## src/rtl/deb_pkg.sv

```systemverilog
package deb_pkg;
  localparam int PERIOD_W = 12;

  typedef struct packed {
    logic                mask;
    logic                en;
    logic                pol;
    logic [PERIOD_W-1:0] period;
  } chan_cfg_t;

  localparam int CFG_W      = $bits(chan_cfg_t);
  localparam int ADDR_LEVEL = 8;
  localparam int ADDR_STAT  = 9;
  localparam int ADDR_PEND  = 10;
endpackage

```

## src/rtl/deb_tick_gen.sv

```systemverilog
module deb_tick_gen #(
  parameter int DIV = 100000
) (
  input  logic clk,
  input  logic rst,
  input  logic run,
  output logic tick
);
  localparam int CW = (DIV > 1) ? $clog2(DIV) : 1;

  logic [CW-1:0] cnt;
  logic          last;

  assign last = (cnt == CW'(DIV - 1));
  assign tick = run && last;

  always_ff @(posedge clk) begin
    if (rst || !run) begin
      cnt <= '0;
    end else if (last) begin
      cnt <= '0;
    end else begin
      cnt <= cnt + 1'b1;
    end
  end
endmodule

```

## src/rtl/deb_channel.sv

```systemverilog
module deb_channel #(
  parameter int PW = 12
) (
  input  logic          clk,
  input  logic          rst,
  input  logic          din,
  input  logic          tick,
  input  logic          en,
  input  logic          pol,
  input  logic [PW-1:0] period,
  output logic          stable,
  output logic          event_o,
  output logic          busy
);
  logic          s1, s2, sd;
  logic [PW-1:0] cnt;
  logic          armed;
  logic [PW-1:0] load_val;

  assign load_val = (period == '0) ? PW'(1) : period;
  assign busy     = en && ((s2 != stable) || (cnt != '0));

  always_ff @(posedge clk) begin
    if (rst) begin
      s1      <= 1'b0;
      s2      <= 1'b0;
      sd      <= 1'b0;
      cnt     <= '0;
      armed   <= 1'b0;
      stable  <= 1'b0;
      event_o <= 1'b0;
    end else begin
      s1      <= din;
      s2      <= s1;
      sd      <= s2;
      event_o <= 1'b0;
      if (!en) begin
        cnt    <= '0;
        armed  <= 1'b0;
        stable <= s2;
      end else if (s2 != sd) begin
        cnt   <= load_val;
        armed <= 1'b0;
      end else if ((cnt != '0) && tick) begin
        if (!armed) begin
          armed <= 1'b1;
        end else begin
          cnt <= cnt - 1'b1;
          if (cnt == PW'(1)) begin
            armed <= 1'b0;
            if (s2 != stable) begin
              stable  <= s2;
              event_o <= s2 ^ pol;
            end
          end
        end
      end
    end
  end
endmodule

```

## src/rtl/deb_regfile.sv

```systemverilog
module deb_regfile
  import deb_pkg::*;
#(
  parameter int NCH = 8,
  parameter int AW  = 4,
  parameter int DW  = 16
) (
  input  logic                clk,
  input  logic                rst,
  input  logic                wr_en,
  input  logic                rd_en,
  input  logic [AW-1:0]       addr,
  input  logic [DW-1:0]       wdata,
  input  logic [NCH-1:0]      ev_vec,
  input  logic [NCH-1:0]      stab_vec,
  output logic [DW-1:0]       rdata,
  output logic                rd_valid,
  output logic                irq,
  output logic [NCH-1:0]      en_vec,
  output logic [NCH-1:0]      pol_vec,
  output logic [NCH*PERIOD_W-1:0] period_flat,
  output logic [NCH-1:0]      status_q
);
  chan_cfg_t      cfg [NCH];
  logic [NCH-1:0] mask_vec;
  logic [NCH-1:0] w1c;
  logic [NCH-1:0] pend;
  logic [DW-1:0]  rd_mux;

  for (genvar i = 0; i < NCH; i++) begin : g_cfg
    assign en_vec[i]   = cfg[i].en;
    assign pol_vec[i]  = cfg[i].pol;
    assign mask_vec[i] = cfg[i].mask;
    assign period_flat[i*PERIOD_W +: PERIOD_W] = cfg[i].period;

    always_ff @(posedge clk) begin
      if (rst) begin
        cfg[i] <= '0;
      end else if (wr_en && (addr == AW'(i))) begin
        cfg[i] <= chan_cfg_t'(wdata[CFG_W-1:0]);
      end
    end
  end

  assign w1c  = (wr_en && (addr == AW'(ADDR_STAT))) ? wdata[NCH-1:0] : '0;
  assign pend = status_q & en_vec & ~mask_vec;

  always_comb begin
    rd_mux = '0;
    for (int i = 0; i < NCH; i++) begin
      if (addr == AW'(i)) rd_mux = DW'(cfg[i]);
    end
    if (addr == AW'(ADDR_LEVEL)) rd_mux = DW'(stab_vec);
    if (addr == AW'(ADDR_STAT))  rd_mux = DW'(status_q);
    if (addr == AW'(ADDR_PEND))  rd_mux = DW'(pend);
  end

  always_ff @(posedge clk) begin
    if (rst) begin
      status_q <= '0;
      irq      <= 1'b0;
      rdata    <= '0;
      rd_valid <= 1'b0;
    end else begin
      status_q <= (status_q & ~w1c) | (ev_vec & en_vec);
      irq      <= |pend;
      rd_valid <= rd_en;
      if (rd_en) rdata <= rd_mux;
    end
  end
endmodule

```

## src/rtl/irq_debounce_hub.sv

```systemverilog
module irq_debounce_hub
  import deb_pkg::*;
#(
  parameter int NCH = 8,
  parameter int DIV = 100000,
  parameter int AW  = 4,
  parameter int DW  = 16
) (
  input  logic           clk,
  input  logic           rst,
  input  logic [NCH-1:0] in_lines,
  input  logic           wr_en,
  input  logic           rd_en,
  input  logic [AW-1:0]  addr,
  input  logic [DW-1:0]  wdata,
  output logic [DW-1:0]  rdata,
  output logic           rd_valid,
  output logic           irq,
  output logic           gate_open
);
  logic [NCH-1:0]          ev_vec;
  logic [NCH-1:0]          stab_vec;
  logic [NCH-1:0]          busy_vec;
  logic [NCH-1:0]          en_vec;
  logic [NCH-1:0]          pol_vec;
  logic [NCH-1:0]          status_q;
  logic [NCH*PERIOD_W-1:0] period_flat;
  logic                    tick;

  always_ff @(posedge clk) begin
    if (rst) gate_open <= 1'b0;
    else     gate_open <= |busy_vec;
  end

  deb_tick_gen #(.DIV(DIV)) u_tick (
    .clk  (clk),
    .rst  (rst),
    .run  (gate_open),
    .tick (tick)
  );

  for (genvar i = 0; i < NCH; i++) begin : g_ch
    deb_channel #(.PW(PERIOD_W)) u_ch (
      .clk     (clk),
      .rst     (rst),
      .din     (in_lines[i]),
      .tick    (tick),
      .en      (en_vec[i]),
      .pol     (pol_vec[i]),
      .period  (period_flat[i*PERIOD_W +: PERIOD_W]),
      .stable  (stab_vec[i]),
      .event_o (ev_vec[i]),
      .busy    (busy_vec[i])
    );
  end

  deb_regfile #(.NCH(NCH), .AW(AW), .DW(DW)) u_regs (
    .clk         (clk),
    .rst         (rst),
    .wr_en       (wr_en),
    .rd_en       (rd_en),
    .addr        (addr),
    .wdata       (wdata),
    .ev_vec      (ev_vec),
    .stab_vec    (stab_vec),
    .rdata       (rdata),
    .rd_valid    (rd_valid),
    .irq         (irq),
    .en_vec      (en_vec),
    .pol_vec     (pol_vec),
    .period_flat (period_flat),
    .status_q    (status_q)
  );
endmodule

```

## config.mk

```make
export PLATFORM = sky130hd
export DESIGN_NAME = irq_debounce_hub
export DESIGN_NICKNAME = d
export VERILOG_FILES = /design/src/rtl/deb_pkg.sv /design/src/rtl/deb_tick_gen.sv /design/src/rtl/deb_channel.sv /design/src/rtl/deb_regfile.sv /design/src/rtl/irq_debounce_hub.sv
export SDC_FILE = /design/constraint.sdc
export NUM_CORES = 1
export LEC_CHECK = 0
export BUFFER_PORTS_ARGS = -buffer_cell sky130_fd_sc_hd__buf_2
export CAP_MARGIN = 0
export CORE_AREA = 2 2 183 185
export DETAILED_ROUTE_END_ITERATION = 6
export DIE_AREA = 0 0 185 187
export GPL_ROUTABILITY_DRIVEN = 1
export HOLD_SLACK_MARGIN = 0.1
export PLACE_DENSITY = 0.66
export SLEW_MARGIN = 10
export SYNTH_ARGS = -nofsm -noshare
export SYNTH_HDL_FRONTEND = slang
export SYNTH_SLANG_ARGS = --single-unit
```

## constraint.sdc

```tcl
create_clock -name clk -period 4.2 [get_ports clk]
set_clock_uncertainty 0.05 [all_clocks]
set_input_delay 0.84 -clock clk [delete_from_list [all_inputs] [get_ports clk]]
set_output_delay 0.84 -clock clk [all_outputs]
set_load 0.1 [all_outputs]
```

Yosys cells after proc, flatten, opt, wreduce, memory -nomap -nowiden. Memories as Yosys holds them, arrays and structs flattened. Index checks and enable logic that the tools add are counted.

Register bits after elaboration: 188. Bits in latches: 0. Memory bits (writable): 120. Memory bits (read-only): 0. Input port bits: 32. Output and inout port bits: 19. Word-level logic and storage cells: 464. Memories kept: 1.

Memory list: u_regs.cfg (depth 8, width 15, rd ports 8, clocked after Yosys merged registers in 0, write ports 8, line deb_regfile.sv:24) `chan_cfg_t cfg [NCH];`.

Add/sub/neg operators: 9. $mul: 0. Divide/modulo/power cells: 0. Magnitude comparators: 0. Equal/unequal tests: 75. Shift-type cells: 0. Muxes and demuxes: 142. Bitwise gates (word level): 63. Reductions and logical operators: 112.

Operators by type and width (number): 12-bit 2-to-1 mux (32); 15-bit 2-to-1 mux (19); 12-bit by 1-bit == test with 1-bit output (second input constant) (8); 12-bit zero test (8); 12-bit nonzero test (8); 12-bit by 1-bit subtractor with 12-bit output (second input constant) (8); 1-bit 2-to-1 mux (90); 2-bit inequality test (second input constant) (40); 7-bit OR reduction (8); 1-bit NOT (40); 5-bit AND reduction (8); 8-bit AND (4); 2-bit nonzero test (16); 1-bit logical AND (26); 3-bit OR reduction (8); 2-bit OR reduction (9); 17-bit by 1-bit adder with 17-bit output (second input constant) (1); 17-bit == test (second input constant) (1); 4-bit by 3-bit == test with 1-bit output (second input constant) (4); 1-bit inequality test (16); 8-bit NOT (2); 2-bit AND reduction (8); 8-bit OR reduction (2); 4-bit == test (second input constant) (3); 9 further kinds (32).

Depth between registers and ports, before layout.
Depth in word-level cells: 12. Depth in mapped cells: 10. Gate-level depth less buffers: 7.

Hierarchy. Synthesis repeated with hierarchy kept, for this count alone.

Cell total of the unflattened synthesis: 1723. Area, all modules: 16801.1 um^2.

Modules (own cells, without submodules): deb_regfile (instances 1, cells each 690, area an instance 7778.7 um^2, sequential area each 4103.9 um^2); deb_channel at g_ch[0].u_ch ... (instances 6, cells each 116, area an instance 1002.2 um^2, sequential area each 360.3 um^2); deb_channel at g_ch[6].u_ch ... (instances 2, cells each 123, area an instance 1068.5 um^2, sequential area each 360.3 um^2); deb_tick_gen (instances 1, cells each 87, area an instance 834.6 um^2, sequential area each 340.3 um^2); irq_debounce_hub (instances 1, cells each 4, area an instance 37.5 um^2, sequential area each 20.0 um^2).

Least setup slack after synthesis. OpenSTA, ideal clock, no wires.

Path type: input -> register. Start: input port addr[2]. End: memory u_regs.cfg[1][15] (netlist name) (enable). Setup time: 390 ps. Arrival: 2190 ps. Data required time: 3760 ps. Setup slack: 1569 ps. Stages: 4. Buffers on the path: 2. Cells stage by stage: clkbuf_1 -> nand2b_1 -> clkbuf_1 -> o21bai_1.

RTL lines: start, declared (line irq_debounce_hub.sv:14) `input logic [AW-1:0] addr,`; end, declared (line deb_regfile.sv:24).

Final worst setup path.
Start: register u_tick.cnt[0]. End: register g_ch[4].u_ch.cnt[9].

Longest elaborated chain between the ends: 5.

RTL lines: start, declared (line deb_tick_gen.sv:11) `logic [CW-1:0] cnt;`; start signal, assigned (line deb_tick_gen.sv:23) `cnt <= cnt + 1'b1;`; 17-bit == test (line deb_tick_gen.sv:14) `assign last = (cnt == CW'(DIV - 1));`; 1-bit logical AND (line deb_tick_gen.sv:15) `assign tick = run && last;`; 1-bit logical AND (line deb_channel.sv:44) `end else if ((cnt != '0) && tick) begin`; 2-bit nonzero test (no source line); 2-bit AND reduction (no source line); end signal, assigned (line deb_channel.sv:42) `cnt <= load_val;`; end signal, assigned (line deb_channel.sv:48) `cnt <= cnt - 1'b1;`; end, declared (line deb_channel.sv:16) `logic [PW-1:0] cnt;`.

No other way between the ends. A chain may end at the register's enable or synchronous reset.

==> results.json <==
{
  "yosys_warnings": 0,
  "fillCellCount": 3030,
  "coreArea_sq_um": 32900,
  "tns_ps": 0,
  "power_w": 0.00721,
  "status": "complete, no violations",
  "layout-drive-gt1-share_pct": 11.6,
  "ir_worst_vdd_uv": 297,
  "cp-start-kind": "flop",
  "seq_power_share_pct": 47.0,
  "clock-root-buffer": "clkbuf_16",
  "die_w_um": 185,
  "critPathArrivalTime_ps": 3750,
  "synthDistinctLibCells": 78,
  "syn_to_final_growth_pct": 11.1,
  "min_path_type": "reg2reg",
  "num_vias": 13907,
  "max_slew_margin_pct": 23.9,
  "port_buffers": 48,
  "cts.clk_slew.worst_paths_ps": 60,
  "switching_share_pct": 27.3,
  "gp_congestion": 0.965,
  "ios": 51,
  "firstDrtPassIters": 5,
  "viasPerCell": 6.39,
  "async_reset_ff_share_pct": 0,
  "end_kind": "flop",
  "die_area_sq_um": 34600,
  "grtUsageTotal_pct": 29.0,
  "final-max-slew-violation-count": 0,
  "place_inst": 2113,
  "period_minus_slack_ps": 3360,
  "cts_buffers": 35,
  "nNetsFinal": 1759,
  "grt_pass1_wl_mm": 77.0,
  "grt_setup_unrepaired": "no",
  "synth_seq_cells": 307,
  "fmax_mhz": 298,
  "switchingPower_w": 0.00197,
  "instances_no_fill": 2175,
  "finalHoldViolCount": 0,
  "maxCapViolations": 0,
  "grt.overflow.total": 0,
  "synth_area_per_cell_sq_um": 9.52,
  "netlist_area_sq_um": 16000,
  "setup_viol": 0,
  "grt_pass1_vias": 13070,
  "cts_sinks": 307,
  "hold_buffers": 0,
  "critical_path_peak_fanout": 12,
  "synth_ff_type": "dfxtp_1",
  "power_density_nw_per_um2": 405,
  "p_int_w": 0.00524,
  "worst_slack_ps": 840,
  "combPwrFrac_pct": 11.0,
  "first_iter_violations": 1546,
  "cts_setup_buffers": 0,
  "synth_nets": 1742,
  "cts_htree_levels": 2,
  "dp_slack_ps": 936,
  "initial_core_util_pct": 48.8,
  "post-route-util_pct": 54.2,
  "postSynthCellCount": 1685,
  "antenna_found_initial": 2,
  "ys_seq_area_share_pct": 45.8,
  "cp.required_ps": 4590,
  "die_h_um": 187,
  "p_leak_nw": 6.17,
  "cts_tree": "yes",
  "n_antenna_cell": 0,
  "cts_buffer_depth": 3,
  "power_frac_clock_pct": 42.0,
  "drc": 0,
  "cts_resized": 0,
  "synth_edf_count": 120,
  "period_share_pct": 80.0,
  "clk_latency_ps": 520,
  "grt_max_degree": 71,
  "std_cell_rows": 67,
  "worst_slew_pin_slew_ps": 1140,
  "post_drt_wl_per_cell_um": 23.1,
  "ant_nets": 0,
  "crit_type": "reg2reg",
  "drt-total-wl_mm": 50.3,
  "dp_hpwl_mm": 35.3
}
[registers in the layout (all words and copies together), names as in the netlist]
register	flops
u_regs.irq	1
u_regs.cfg	120
g_ch.u_ch.s1	8
u_regs.rd_valid	1
g_ch.u_ch.s2	8
u_regs.status_q	8
g_ch.u_ch.cnt	96
g_ch.u_ch.armed	8
u_regs.rdata	15
g_ch.u_ch.stable	8
g_ch.u_ch.event_o	8
u_tick.cnt	17
g_ch.u_ch.sd	8
gate_open	1
[synthesized netlist by cell type (6+ instances only)]
cell	number	area, sq um
dfxtp_1	187	3740
o21ai_0	134	671
and2_1	127	795
edfxtp_1	120	3600
nor2_1	102	383
nand2_1	92	345
clkbuf_1	76	285
a21oi_1	58	290
nand4_1	54	338
nor4_1	50	313
nor3_1	47	235
a31oi_1	45	282
inv_1	42	158
or3_1	42	263
xor2_1	41	359
nand3_1	39	195
nor2b_1	39	244
or4_1	29	218
xnor2_1	29	254
a211oi_1	27	203
ha_1	25	313
nand2b_1	22	138
o31ai_1	21	158
mux4_2	15	338
a22oi_1	13	97.6
a221oi_1	12	105
a311oi_1	11	96.3
nor4bb_1	11	110
or2_2	11	68.8
mux2_2	10	113
and4_1	9	78.8
buf_2	8	40.0
nor4b_1	8	70.1
o211ai_1	8	60.1
nor3b_1	7	52.6
a2bb2oi_1	6	52.6
a31o_2	6	52.6
buf_1	6	22.5
nand4_2	6	75.1
or3b_2	6	52.6
[worst max-delay path, cell delays in order, from the launching register on]
cell     delay (ps)
dfxtp_1         390
ha_1            230
and4_1          400
and4_1          820
nand4_1         580
or4_1           640
a31oi_1         190
[final timing paths]
kind,end,startpoint,slack [ps],cells after the start
min,g_ch[7].u_ch.s2,g_ch[7].u_ch.s1,400,1
max reg2reg,g_ch[4].u_ch.cnt[9],u_tick.cnt[0],840,6
min reg2reg,g_ch[7].u_ch.s2,g_ch[7].u_ch.s1,400,1
max,g_ch[4].u_ch.cnt[9],u_tick.cnt[0],840,6
[power groups by stage]
stage	Sequential [W]	Clock [W]	Combinational [W]
6_report	0.00338	0.00303	0.000794
4_1_cts	0.00338	0.00306	0.000779
3_3_place_gp	0.00344	0	0.000764
5_1_grt	0.00340	0.00317	0.000851
3_5_place_dp	0.00344	0	0.000775
2_1_floorplan	0.00344	0	0.000480
[layout by cell type (no fill, tap or decap), drive strengths merged, types with 9 or more instances in the layout]
cell type,count
or4,33
nand2b,22
mux4,15
a311oi,11
nand2,92
nand4,60
nor4,52
a31oi,45
nand3,40
a21oi,58
or2,11
a22oi,13
a221oi,12
and4,9
nor2b,39
and2,127
a211oi,27
edfxtp,120
ha,25
clkbuf,51
mux2,10
dfxtp,187
nor4bb,11
nor3,47
nor2,102
or3,42
o21ai,135
inv,43
buf,75
o31ai,21
xnor2,29
xor2,41
[routing by layer]
metal,part of all wire [%],vias up,track usage (%)
met2,45,634,45.4
met4,5.2,2,13.2
met1,42,6714,39.5
met5,0.026,-,0
met3,8.1,166,4.69
li1,-,6391,-
[cells by family (layout without fill, tap and decap cells)]
logic type | count (synthesis) | in the layout | share of synthesized area, %
DFF | 307 | 307 | 45.8
xor gates and xnor gates | 70 | 70 | 3.82
buffers and inverters | 137 | 179 | 3.41
other | 1 | 1 | 0.0234
adders and majority gates | 25 | 25 | 1.95
AOI/OAI and AO/OA | 385 | 385 | 15.4
muxes | 28 | 28 | 3.00
and+or+nand+nor | 732 | 732 | 26.6
[cell type report]
class,instances,area [sq um],share of cell area [%]
clock buffers,51,1040,5.82
clock inverters,11,85.1,0.478
inverters,42,158,0.885
multi-input cells,1241,8160,45.8
flip-flops and latches,307,7350,41.3
well taps,448,561,3.15
repair buffers,75,468,2.63
[through the flow]
stage	hold slack, ps	instance area (sq um)
floorplan	364	16000
global placement	375	16700
detailed placement	379	16700
CTS	401	17800
global route	409	17800
finish	400	17800
No activity file was read; power rests on OpenSTA's default activity.
